===== src/rtl/txs_pkg.sv =====
package txs_pkg;

    // One completion record as held in the store
    typedef struct packed {
        logic int_req;
        logic jabber;
        logic underrun;
        logic max_coll;
        logic ovf;
    } txs_rec_t;

    // Host-visible byte layout of a record (bit 7 = present, bits 1..0 zero)
    function automatic logic [7:0] txs_format(input logic present, input txs_rec_t r);
        logic [7:0] b;
        b = 8'h00;
        if (present) begin
            b[7] = 1'b1;
            b[6] = r.int_req;
            b[5] = r.jabber;
            b[4] = r.underrun;
            b[3] = r.max_coll;
            b[2] = r.ovf;
        end
        return b;
    endfunction

endpackage


===== src/rtl/txs_host_dec.sv =====
module txs_host_dec #(
    parameter int WIN_W     = 3,
    parameter int OFFS_W    = 4,
    parameter int STAT_WIN  = 1,
    parameter int STAT_OFFS = 11
) (
    input  logic              hw_wr,
    input  logic [WIN_W-1:0]  hw_win,
    input  logic [OFFS_W-1:0] hw_offs,
    output logic              pop_hit
);
    localparam logic [WIN_W-1:0]  WIN_MATCH  = WIN_W'(STAT_WIN);
    localparam logic [OFFS_W-1:0] OFFS_MATCH = OFFS_W'(STAT_OFFS);

    always_comb begin
        pop_hit = hw_wr && (hw_win == WIN_MATCH) && (hw_offs == OFFS_MATCH);
    end
endmodule


===== src/rtl/txs_store.sv =====
module txs_store
    import txs_pkg::*;
#(
    parameter int DEPTH = 4,
    localparam int CNT_W = $clog2(DEPTH + 1)
) (
    input  logic             clk,
    input  logic             rst_n,
    input  logic             clear,
    input  logic             push,
    input  txs_rec_t         push_rec,
    input  logic             pop,
    output txs_rec_t         head_rec,
    output logic             empty,
    output logic [CNT_W-1:0] occ
);
    localparam int PTR_W = (DEPTH > 1) ? $clog2(DEPTH) : 1;
    localparam logic [PTR_W-1:0] LAST = PTR_W'(DEPTH - 1);
    localparam logic [CNT_W-1:0] FULL = CNT_W'(DEPTH);

    typedef struct packed {
        txs_rec_t [DEPTH-1:0] mem;
        logic [PTR_W-1:0]     rd;
        logic [PTR_W-1:0]     wr;
        logic [CNT_W-1:0]     cnt;
    } st_t;

    st_t st_q, st_d;

    function automatic logic [PTR_W-1:0] ptr_inc(input logic [PTR_W-1:0] p);
        return (p == LAST) ? '0 : p + 1'b1;
    endfunction

    function automatic logic [PTR_W-1:0] ptr_dec(input logic [PTR_W-1:0] p);
        return (p == '0) ? LAST : p - 1'b1;
    endfunction

    logic is_full, do_pop, accept, drop;

    always_comb begin
        st_d    = st_q;
        is_full = (st_q.cnt == FULL);
        do_pop  = pop && (st_q.cnt != '0);
        accept  = push && (!is_full || do_pop);
        drop    = push && is_full && !do_pop;
        if (clear) begin
            st_d = '0;
        end else begin
            if (drop) begin
                st_d.mem[ptr_dec(st_q.wr)].ovf = 1'b1;
            end
            if (do_pop) begin
                st_d.rd = ptr_inc(st_q.rd);
            end
            if (accept) begin
                st_d.mem[st_q.wr] = push_rec;
                st_d.wr           = ptr_inc(st_q.wr);
            end
            st_d.cnt = st_q.cnt + CNT_W'(accept) - CNT_W'(do_pop);
        end
    end

    always_ff @(posedge clk or negedge rst_n) begin
        if (!rst_n) st_q <= '0;
        else        st_q <= st_d;
    end

    assign head_rec = st_q.mem[st_q.rd];
    assign empty    = (st_q.cnt == '0);
    assign occ      = st_q.cnt;
endmodule


===== src/rtl/txs_halt.sv =====
module txs_halt (
    input  logic clk,
    input  logic rst_n,
    input  logic tx_reset,
    input  logic rpt_valid,
    input  logic rpt_fatal,
    output logic halted
);
    typedef struct packed {
        logic halted;
    } hs_t;

    hs_t hs_q, hs_d;

    always_comb begin
        hs_d = hs_q;
        if (tx_reset)                    hs_d.halted = 1'b0;
        else if (rpt_valid && rpt_fatal) hs_d.halted = 1'b1;
    end

    always_ff @(posedge clk or negedge rst_n) begin
        if (!rst_n) hs_q <= '0;
        else        hs_q <= hs_d;
    end

    assign halted = hs_q.halted;
endmodule


===== src/rtl/txs_stack.sv =====
module txs_stack
    import txs_pkg::*;
#(
    parameter int DEPTH     = 4,
    parameter int WIN_W     = 3,
    parameter int OFFS_W    = 4,
    parameter int STAT_WIN  = 1,
    parameter int STAT_OFFS = 11
) (
    input  logic              clk,
    input  logic              rst_n,
    input  logic              rpt_valid,
    input  logic              rpt_int_req,
    input  logic              rpt_jabber,
    input  logic              rpt_underrun,
    input  logic              rpt_max_coll,
    input  logic              hw_wr,
    input  logic [WIN_W-1:0]  hw_win,
    input  logic [OFFS_W-1:0] hw_offs,
    input  logic              tx_reset,
    output logic [7:0]        stat_byte,
    output logic              tx_done_irq,
    output logic              tx_halted
);
    localparam int CNT_W = $clog2(DEPTH + 1);

    logic             pop_hit;
    txs_rec_t         new_rec;
    txs_rec_t         head_rec;
    logic             empty;
    logic [CNT_W-1:0] occ;

    txs_host_dec #(
        .WIN_W(WIN_W), .OFFS_W(OFFS_W), .STAT_WIN(STAT_WIN), .STAT_OFFS(STAT_OFFS)
    ) u_dec (
        .hw_wr(hw_wr), .hw_win(hw_win), .hw_offs(hw_offs), .pop_hit(pop_hit)
    );

    always_comb begin
        new_rec.int_req  = rpt_int_req;
        new_rec.jabber   = rpt_jabber;
        new_rec.underrun = rpt_underrun;
        new_rec.max_coll = rpt_max_coll;
        new_rec.ovf      = 1'b0;
    end

    txs_store #(.DEPTH(DEPTH)) u_store (
        .clk(clk), .rst_n(rst_n), .clear(tx_reset),
        .push(rpt_valid), .push_rec(new_rec), .pop(pop_hit),
        .head_rec(head_rec), .empty(empty), .occ(occ)
    );

    txs_halt u_halt (
        .clk(clk), .rst_n(rst_n), .tx_reset(tx_reset),
        .rpt_valid(rpt_valid), .rpt_fatal(rpt_jabber | rpt_underrun),
        .halted(tx_halted)
    );

    always_comb begin
        stat_byte   = txs_format(!empty, head_rec);
        tx_done_irq = !empty && (head_rec.int_req || head_rec.jabber ||
                      head_rec.underrun || head_rec.max_coll || head_rec.ovf);
    end
endmodule


===== config.mk =====
export PLATFORM = sky130hd
export DESIGN_NAME = txs_stack
export DESIGN_NICKNAME = d
export VERILOG_FILES = /design/src/rtl/txs_pkg.sv /design/src/rtl/txs_host_dec.sv /design/src/rtl/txs_store.sv /design/src/rtl/txs_halt.sv /design/src/rtl/txs_stack.sv
export SDC_FILE = /design/constraint.sdc
export NUM_CORES = 1
export LEC_CHECK = 0
export ABC_AREA = 1
export BUFFER_PORTS_ARGS = -buffer_cell sky130_fd_sc_hd__buf_2
export CORE_UTILIZATION = 35
export CTS_CLUSTER_DIAMETER = 150
export DETAILED_ROUTE_END_ITERATION = 10
export GPL_TIMING_DRIVEN = 0
export PLACE_DENSITY = 0.62
export SKIP_LAST_GASP = 1
export SYNTH_ARGS = -nofsm -noshare
export SYNTH_HDL_FRONTEND = slang
export SYNTH_SLANG_ARGS = --single-unit
export TNS_END_PERCENT = 30

===== constraint.sdc =====
create_clock -name clk -period 2.1 [get_ports clk]
set_input_delay 0.525 -clock clk [delete_from_list [all_inputs] [get_ports clk]]
set_output_delay 0.525 -clock clk [all_outputs]
set_load 0.05 [all_outputs]

==> results of run 1 <==
==> cell usage in the layout, fill, tap and decap left out <==
master     n
a21oi_1    3
a21oi_2    1
a31oi_1    4
a32o_2     1
and2_1     1
buf_2     22
buf_4      7
buf_6      4
clkbuf_1   1
clkbuf_8   3
conb_1     2
dfrtp_1   27
dfrtp_2    1
fa_1       1
ha_1       7
inv_1     16
inv_2      5
inv_4      1
nand2_1   54
nand2_2    4
nand2_4    2
nand3_1   25
nand3_2    2
nand3_4    4
nor2_1    19
nor2_2     1
nor3_1     1
nor3_2     1
o21ai_0    9
o21ai_1    5
xnor2_1    1
==> flip-flops by register name, summed over array words and instances (netlist names) <==
register and count:
u_store.st_q 24, u_store.occ 3, u_halt.halted 1
==> routing by layer <==
metal | part of all wire | vias to the layer above | global-route usage
met5 | 0 | - | 0
met2 | 0.45 | 36 | 0.249
met4 | 0.017 | 0 | 0.0667
met1 | 0.49 | 644 | 0.237
li1 | - | 723 | -
met3 | 0.037 | 6 | 0.0174
==> cell usage after synthesis <==
library cell / n / area (µm²)
nor2_1: 20 / 75.1
nand3_4: 3 / 52.6
nor3_1: 1 / 5.00
nor3_2: 1 / 10.0
nand3_2: 1 / 10.0
a21oi_1: 4 / 20.0
fa_1: 1 / 20.0
a31oi_1: 4 / 25.0
dfrtp_1: 28 / 701
inv_2: 2 / 7.51
inv_4: 1 / 6.26
nand3_1: 27 / 135
nand2_2: 2 / 12.5
xnor2_1: 1 / 8.76
a32o_1: 1 / 10.0
nand2_1: 56 / 210
o21ai_0: 10 / 50.1
conb_1: 1 / 3.75
buf_2: 3 / 15.0
and2_1: 1 / 6.26
buf_4: 2 / 15.0
inv_1: 19 / 71.3
nand2_4: 2 / 22.5
o21ai_1: 4 / 20.0
ha_1: 7 / 87.6
clkbuf_1: 1 / 3.75
==> metrics by stage <==
stage	TNS (ps)	instances	utilization
global route	-125	287	0.439
global placement	-195	279	0.410
detailed placement	-270	279	0.410
CTS	0	283	0.425
finish	0	287	0.439
floorplan	-6.40	204	-
==> worst min-delay path by stage <==
stage,from,to,slack [ps],cells after the start
6_report,rst_n,u_store.st_q[4],240,1
3_3_place_gp,u_store.st_q[24],u_store.st_q[24],460,2
5_1_grt,rst_n,u_store.st_q[15],310,1
2_1_floorplan,rst_n,u_halt.halted,230,0
4_1_cts,rst_n,u_halt.halted,280,1
3_5_place_dp,u_store.st_q[25],u_store.st_q[25],470,2
==> repair_timing <==
action / CTS / global route
endpoints found under the setup margin: 2 / 7
hold buffers: 0 / 0
endpoints found under the hold margin: 0 / 0
buffers inserted: 1 / 3
resized for setup: 6 / 14
pin swaps: 0 / 3
cloned: 0 / 1
==> logic make-up (layout without fill, tap and decap cells) <==
family                     after synthesis  count (layout)  synth area share
AOI/OAI and AO/OA                       23              23            0.0780
adders and majority gates                8               8            0.0671
buffers and inverters                   28              59            0.0741
DFF                                     28              28             0.437
other                                    1               2           0.00234
and+or+nand+nor                        114             114             0.336
xor gates and xnor gates                 1               1           0.00546
==> cell type report <==
cell class / count / area (µm²)
multi-input cells: 148 / 818
inverters: 22 / 85.1
flip-flops and latches: 28 / 702
fillers: 438 / 2460
clock buffers: 3 / 41.3
repair buffers: 28 / 165
well taps: 52 / 65.1
plain buffers: 6 / 46.3
==> where the power goes <==
group / internal, W / switching, W / total (W)
sequential: 0.000585 / 0.0000362 / 0.000621
combinational: 0.000160 / 0.000331 / 0.000491
clock: 0.000129 / 0.000169 / 0.000298
==> reports/qor.txt, run 1 <==
Final GP Congestion = 0.802
largest net degree at the start of global routing = 29
Rel. slew slack = 0.592
Die X-Extent = 69.7 µm
R2R Path End = u_store.occ[2]
RSZ-0062 raised after global routing = true
drt pass-1 iters = 5
fin crit share = 0.987
Core ar. = 0.00438 mm²
vias post-DR = 1409
CP Launch Type = register
# diodes = 0
final net count = 261
Synth cell types = 26
TritonCTS Buffers = 3
Worst setup EP type = primary output
PwrDens = 734 mW/mm²
CP cell instances = inv_2 > buf_6 > nand2_1 > a32o_2 > a21oi_2 > buf_6
Reg clk slew, reported paths = 90 ps
clock tree buffer depth = 2
total routed wirelength = 3.70 mm
hpwl dp = 2.70 mm
Total Die Area = 0.00486 mm²
Design Area, Final = 0.00192 mm²
via/cell ratio = 4.91
Area Growth Syn to Fin = 19.9%
final setup violation count = 0
Fin. Hold Viols = 0
Final min period = 2070 ps
global-route wire length before repair = 6.18 mm
fmax = 0.482 GHz
CTS sink count = 28
Starting DRT DRC Count = 54
crit path buf inv count = 3
setup ws final = 27.0 ps
Worst path max stage delay = 430 ps
Residual DRC = 0
flops & latches, synth = 28
Rows = 24
post-synthesis sequential area ratio = 0.437
Synth Instances = 203
initial antenna violation count = 0
Post-DP Area = 0.00180 mm²
CTS Root Cell = clkbuf_8
TritonCTS clock tree = done
maxcap violations = 0
Worst Setup SP = u_store.st_q[5]
final hold slack = 245 ps
clock skew = 1.19 ps
worst hold path type = in -> async
Pwr Total = 0.00141 W
H-tree Lvls = 1
Worst EP required = 1570 ps
worst vdd ir = 321 µV
gr ovfl total = 0
Mapped Area = 0.00160 mm²
r2r setup slk = 100 ps
crit path DAT = 1550 ps
number of global-route vias before repair = 1315
pre-CTS setup slack = -151 ps
Avg WL per Cell = 12.9 µm
Lkg Pwr = 0.986 nW
Slew @ Worst Pin = 611 ps
Worst Setup EP = tx_done_irq
I/O Buffers = 23
CP delay by family, top = flip-flops
status = finished, final reports clean
worst-path fanout max = 5
clk_lat worst skew = 280 ps
fraction of layout cells with a size suffix above 1 = 0.251
Max Transition Viols Final = 0
CP Depth = 6
post-route ant nets = 0
io pins = 26
WS Path Type = reg -> out
gr usage total = 0.163
FF-to-FF path depth = 10
initial core utilization = 0.366
r2r startpoint = u_store.occ[1]
CP dominant cell by count = buf_6
chip height = 69.7 µm
Warnings, synthesis = 0
mean post-synth cell area = 7.90 µm²
Worst path slowest cell = dfrtp_1
Note: power is estimated with default switching activity, not from simulation.
==> inputs of run 2 (changes only) <==
--- a/config.mk
+++ b/config.mk
@@ -7,11 +7,14 @@
 export LEC_CHECK = 0
 export ABC_AREA = 1
 export BUFFER_PORTS_ARGS = -buffer_cell sky130_fd_sc_hd__buf_2
+export CELL_PAD_IN_SITES_DETAIL_PLACEMENT = 1
+export CELL_PAD_IN_SITES_GLOBAL_PLACEMENT = 1
 export CORE_UTILIZATION = 35
 export CTS_CLUSTER_DIAMETER = 150
 export DETAILED_ROUTE_END_ITERATION = 10
 export GPL_TIMING_DRIVEN = 0
-export PLACE_DENSITY = 0.62
+export PLACE_DENSITY = 0.77
+export SETUP_SLACK_MARGIN = 0.02
 export SKIP_LAST_GASP = 1
 export SYNTH_ARGS = -nofsm -noshare
 export SYNTH_HDL_FRONTEND = slang
==> run 2 against run 1 <==
Effect of this change: non-clock buffer count rose by 1; final cell count is 0.35% higher; worst hold slack improved by 17 ps; clock skew up 2.4 ps; largest power group unchanged; setup slack better by 26 ps; critical endpoint unchanged; via count is 0.35% lower; sequential power about the same; first-iteration DRC count is 37% lower; highest routed layer unchanged; fmax grew 1.3%.
==> reports/qor.txt, run 2 (synthesis results as in run 1) <==
most frequent cells in the layout = 45 x nand2_1, 27 x dfrtp_1, 22 x nand3_1, 22 x buf_2, 19 x nor2_1
TritonCTS clock tree = done
R2R Path End = u_store.occ[2]
gr usage total = 0.173 (+0.0100)
Core ar. = 0.00438 mm² (unchanged)
H-tree Lvls = 1 (unchanged)
Net Sw Frac = 0.384 (+0.00375)
r2r setup slk = 90 ps (about the same)
final hold slack = 262 ps (+17.1 ps)
maxcap violations = 0 (unchanged)
chip height = 69.7 µm (unchanged)
vias post-DR = 1404 (-0.35%)
Total Die Area = 0.00486 mm² (unchanged)
gr ovfl total = 0 (unchanged)
Pwr Total = 0.00144 W (+1.9%)
Max Transition Viols Final = 0 (unchanged)
final net count = 262 (+0.38%)
RSZ-0062 raised after global routing = true
via/cell ratio = 4.88 (-0.70%)
Die X-Extent = 69.7 µm (unchanged)
total routed wirelength = 4.01 mm (+8.4%)
met1 usage in global routing = 0.248 (+0.0111)
Final GP Congestion = 0.742 (-7.5%)
fin crit share = 0.975 (-0.0123)
initial antenna violation count = 0 (unchanged)
fraction of layout cells with a size suffix above 1 = 0.305 (+0.0540)
Largest register FFs = 24 (unchanged)
gr busiest metal = met2
M3 GR Usage = 0.0189 (+0.00145)
Final min period = 2050 ps (-25.8 ps)
final setup violation count = 0 (unchanged)
Comb power frac = 0.360 (+0.012)
post-route ant nets = 0 (unchanged)
worst hold path type = in -> async
Post-CTS Hold Fix Bufs = 0 (unchanged)
r2r startpoint = u_store.occ[2]
Avg WL per Cell = 13.9 µm (+8.0%)
Slew @ Worst Pin = 632 ps (+20.6 ps)
drt pass-1 iters = 4 (-1)
global-route wire length before repair = 6.64 mm (+7.6%)
worst vdd ir = 256 µV (-20%)
met2 Usage GRT = 0.283 (+0.0334)
hpwl dp = 2.99 mm (+11%)
Rows = 24 (unchanged)
clk_lat worst skew = 270 ps (about the same)
crit path DAT = 1520 ps (-30 ps)
PwrDens = 731 mW/mm² (-0.38%)
largest net degree at the start of global routing = 29 (unchanged)
commonest non-fill, non-tap cell in the layout = nand2_1
Area Growth Syn to Fin = 22.6%
largest register by flop count = u_store.st_q
Worst EP required = 1570 ps (about the same)
TritonCTS Buffers = 3 (unchanged)
worst-path fanout max = 5 (unchanged)
Design Area, Final = 0.00197 mm² (+2.3%)
Net Sw Power = 0.000552 W (+2.9%)
clock skew = 3.61 ps (+2.42 ps)
number of global-route vias before repair = 1396 (+6.2%)
Clk pwr share = 0.206 (-0.005)
I/O Buffers = 23 (unchanged)
Residual DRC = 0 (unchanged)
fmax = 0.488 GHz (+1.3%)
WS Path Type = reg -> out
clock tree buffer depth = 2 (unchanged)
Lkg Pwr = 0.992 nW (+0.61%)
CP Launch Type = register
CTS sink count = 28 (unchanged)
FF-to-FF path depth = 10 (unchanged)
# diodes = 0 (unchanged)
CTS Root Cell = clkbuf_8
Starting DRT DRC Count = 34 (-37%)
Reg clk slew, reported paths = 100 ps (about the same)
status = finished, final reports clean
io pins = 26 (unchanged)
Rel. slew slack = 0.579 (-0.0138)
Worst setup EP type = primary output
Seq pwr share = 0.434 (-0.006)
Post-DP Area = 0.00180 mm² (unchanged)
initial core utilization = 0.366 (unchanged)
Int Pwr = 0.000885 W (+1.3%)
Fin. Hold Viols = 0 (unchanged)
Final Core Density = 0.449 (+0.00999)
[run 2: changes by cell type in the layout (fill, tap and decap cells not counted), moves of 3 or more]
cell     previous run  this run
nand2_1            54        45
nand2_2             4        13
nand3_1            25        22
nand3_2             2         5
[run 2: critical path: stages, from the launching register on]
cell     delay, ps
dfrtp_1        430
inv_2          100
buf_6          110
nand2_1         50
a32o_1         250
a21oi_2        150
buf_6          170
[run 2: worst max path at each step]
stage | from | cells past startpoint | slack, ps | to
5_1_grt | u_store.st_q[5] | 6 | -20 | tx_done_irq
4_1_cts | u_store.occ[0] | 10 | -10 | u_store.occ[2]
3_3_place_gp | hw_offs[2] | 12 | -120 | u_store.occ[2]
2_1_floorplan | u_store.occ[2] | 10 | -6 | u_store.occ[2]
6_report | u_store.st_q[5] | 6 | 50 | tx_done_irq
3_5_place_dp | hw_offs[2] | 12 | -180 | u_store.occ[2]
[run 2: metrics by stage]
step / cells / setup WS [ps] / TNS [ps]
6_report: 288 / 52.9 / 0
3_5_place_dp: 279 / -183 / -343
5_1_grt: 288 / -24.9 / -67.1
4_1_cts: 283 / -11.6 / -16.5
3_3_place_gp: 279 / -120 / -218
2_1_floorplan: 204 / -6.40 / -6.40
[run 2: timing repair]
action                                  in CTS  in global routing
pin swaps                                    0                  5
buffers inserted                             1                  4
resized for setup                            7                 25
cloned                                       0                  1
endpoints found under the setup margin       3                  8
[run 2: power groups by stage]
| stage | sequential [W] | combinational (W) | clock, W |
|---|---|---|---|
| finish | 0.000624 | 0.000518 | 0.000296 |
| global route | 0.000629 | 0.000572 | 0.000319 |
| CTS | 0.000621 | 0.000486 | 0.000296 |
| detailed placement | 0.000631 | 0.000469 | 0 |
| global placement | 0.000629 | 0.000458 | 0 |
| floorplan | 0.000626 | 0.000350 | 0 |
[run 2: layout make-up]
class	count	area, µm²
repair buffers	29	173
flip-flops and latches	28	702
inverters	22	85.1
fillers	549	2420
multi-input cells	148	855
clock buffers	3	41.3
well taps	52	65.1
plain buffers	6	46.3
[run 2: layer usage]
| layer | routed length (µm) | share of wire |
|---|---|---|
| met1 | 2010 | 0.50 |
| met2 | 1850 | 0.46 |
| met3 | 117 | 0.029 |
| met4 | 25 | 0.0062 |
| met5 | 0 | 0 |
==> inputs of run 3 (changes only) <==
==> constraint.sdc (replaced) <==
create_clock -name clk -period 2.01 [get_ports clk]
set_input_delay 0.5025 -clock clk [delete_from_list [all_inputs] [get_ports clk]]
set_output_delay 0.5025 -clock clk [all_outputs]
set_load 0.05 [all_outputs]
==> run 3 against run 2 <==
Effect of this change: the run now ends with negative setup slack left; die area unchanged; register-to-register slack got worse by 30 ps; global-route usage increased by 1.2 points; worst hold slack got worse by 20 ps; flip-flop and latch count unchanged; design area increased by 2.2%; combinational power increased by 3%; core utilization increased by 0.97 points; count of clock-buffer cells in the layout unchanged; non-clock buffer count increased by 1; critical path depth unchanged; largest cell class unchanged; largest power group unchanged.
==> reports/qor.txt, run 3 (synthesis results as in run 1) <==
status = complete, but fails checks
failing checks = negative setup slack
clk_lat worst skew = 280 ps (about the same)
worst-path fanout max = 5 (unchanged)
initial antenna violation count = 0 (unchanged)
global-route wire length before repair = 7.14 mm (+7.5%)
Worst path slowest cell = dfrtp_1
pre-CTS setup slack = -160 ps (+23.2 ps)
Seq pwr share = 0.397 (-0.037)
Final GP Congestion = 0.773 (+4.1%)
maxcap violations = 0 (unchanged)
Net Sw Frac = 0.360 (-0.0242)
post-route ant nets = 0 (unchanged)
io pins = 26 (unchanged)
worst hold path type = in -> async
setup ws final = -27.8 ps (-80.7 ps)
final net count = 263 (+0.38%)
most frequent cells in the layout = 50 x nand2_1, 27 x dfrtp_1, 22 x buf_2, 20 x nand3_1, 19 x nor2_1
gr ovfl total = 0 (unchanged)
largest net degree at the start of global routing = 29 (unchanged)
vias post-DR = 1471 (+4.8%)
Starting DRT DRC Count = 42 (+24%)
WS Path Type = reg -> out
gr usage total = 0.186 (+0.0123)
Largest register FFs = 24 (unchanged)
Avg WL per Cell = 15.0 µm (+7.9%)
CP delay by family, top = flip-flops
TritonCTS Buffers = 3 (unchanged)
final setup violation count = 2 (+2)
clock tree buffer depth = 2 (unchanged)
clock skew = 5.13 ps (+1.52 ps)
CTS Root Cell = clkbuf_8
via/cell ratio = 5.07 (+4.0%)
Slew @ Worst Pin = 650 ps (+17.9 ps)
Worst setup EP type = primary output
number of global-route vias before repair = 1430 (+2.4%)
chip height = 69.7 µm (unchanged)
TritonCTS clock tree = done
I/O Buffers = 23 (unchanged)
CP dominant cell by count = buf_6
Clk pwr share = 0.276 (+0.070)
Cells after DPL = 279 (unchanged)
CP Launch Type = register
CP cell instances = inv_2 > buf_6 > nand2_2 > a32o_2 > a21oi_2 > buf_6
commonest non-fill, non-tap cell in the layout = nand2_1
Comb power frac = 0.327 (-0.033)
Max Transition Viols Final = 0 (unchanged)
Net Sw Power = 0.000590 W (+6.9%)
CTS sink count = 28 (unchanged)
Fin. Hold Viols = 0 (unchanged)
fin crit share = 1.01
Worst EP required = 1510 ps (-60 ps)
Core ar. = 0.00438 mm² (unchanged)
Final min period = 2040 ps
initial core utilization = 0.366 (unchanged)
Rows = 24 (unchanged)
PwrDens = 816 mW/mm² (+12%)
drt pass-1 iters = 4 (unchanged)
crit path buf inv count = 3 (unchanged)
Total Die Area = 0.00486 mm² (unchanged)
Reg clk slew, reported paths = 100 ps (about the same)
fmax = 0.491 GHz
fraction of layout cells with a size suffix above 1 = 0.311 (+0.00584)
largest register by flop count = u_store.st_q
worst vdd ir = 433 µV (+69%)
hpwl dp = 2.93 mm (-2.0%)
Finished Layout Cells = 290 (+0.69%)
total routed wirelength = 4.35 mm (+8.6%)
Int Pwr = 0.00105 W (+19%)
# diodes = 0 (unchanged)
Area Growth Syn to Fin = 25.3%
H-tree Lvls = 1 (unchanged)
Die X-Extent = 69.7 µm (unchanged)
RSZ-0062 raised after global routing = true
Residual DRC = 0 (unchanged)
crit path DAT = 1540 ps (+20 ps)
Worst path max stage delay = 420 ps (about the same)
Lkg Pwr = 1.02 nW (+3.3%)
Rel. slew slack = 0.567 (-0.0119)
-- run 3: changes by cell type in the layout (fill, tap and decap cells not counted), sizes merged --
cell	previous run	this run
buf	34	35
bufinv	0	1
-- run 3: through the flow --
stage	total power [W]	TNS [ps]	utilization	instance area [µm²]	hold WS (ps)
final	0.00164	-37.9	0.458	2010	242
after global routing	0.00173	-434	0.458	2010	285
after floorplan	0.00102	-81.4	-	1620	207
after global placement	0.00114	-320	0.411	1800	481
after CTS	0.00162	-27.9	0.437	1920	262
after detailed placement	0.00115	-318	0.411	1800	487
-- run 3: layout make-up --
cell class	count	area, µm²
fillers	558	2370
multi-input cells	148	860
flip-flops and latches	28	702
repair buffers	30	180
inverters	22	85.1
well taps	52	65.1
plain buffers	6	46.3
clock buffers	3	41.3
clock inverters	1	30.0
-- run 3: worst paths after layout --
check                            startpoint                to  slack, ps  cells after the start
max                         u_store.st_q[5]       tx_done_irq        -30                      6
min                                   rst_n   u_store.st_q[4]        240                      1
max reg2reg                  u_store.occ[1]    u_store.occ[2]         60                     10
min reg2reg                u_store.st_q[26]  u_store.st_q[26]        500                      2
max in group asynchronous             rst_n   u_store.st_q[6]       1310                      1
min in group clk               rpt_max_coll  u_store.st_q[13]        460                      3
-- run 3: repair_timing --
action                     4_1_cts  5_1_grt
gates resized for setup         11       19
setup endpoints to repair        7        8
gates cloned                     1        0
setup buffers                    2        4
hold buffers                     0        0
pin swaps                        0        8
-- run 3: power by group through the flow --
| stage | clock network, W | registers, W | logic (W) |
|---|---|---|---|
| after floorplan | 0 | 0.000654 | 0.000366 |
| after global placement | 0 | 0.000658 | 0.000481 |
| after detailed placement | 0 | 0.000660 | 0.000488 |
| after CTS | 0.000459 | 0.000648 | 0.000517 |
| after global routing | 0.000480 | 0.000657 | 0.000593 |
| final | 0.000453 | 0.000650 | 0.000536 |
-- run 3: routing by layer --
metal	routed length (µm)	vias to the layer above	GRT usage
li1	-	725	-
met3	172	2	0.0233
met2	2040	31	0.299
met5	0	-	0
met1	2120	713	0.274
met4	18	0	0.0267
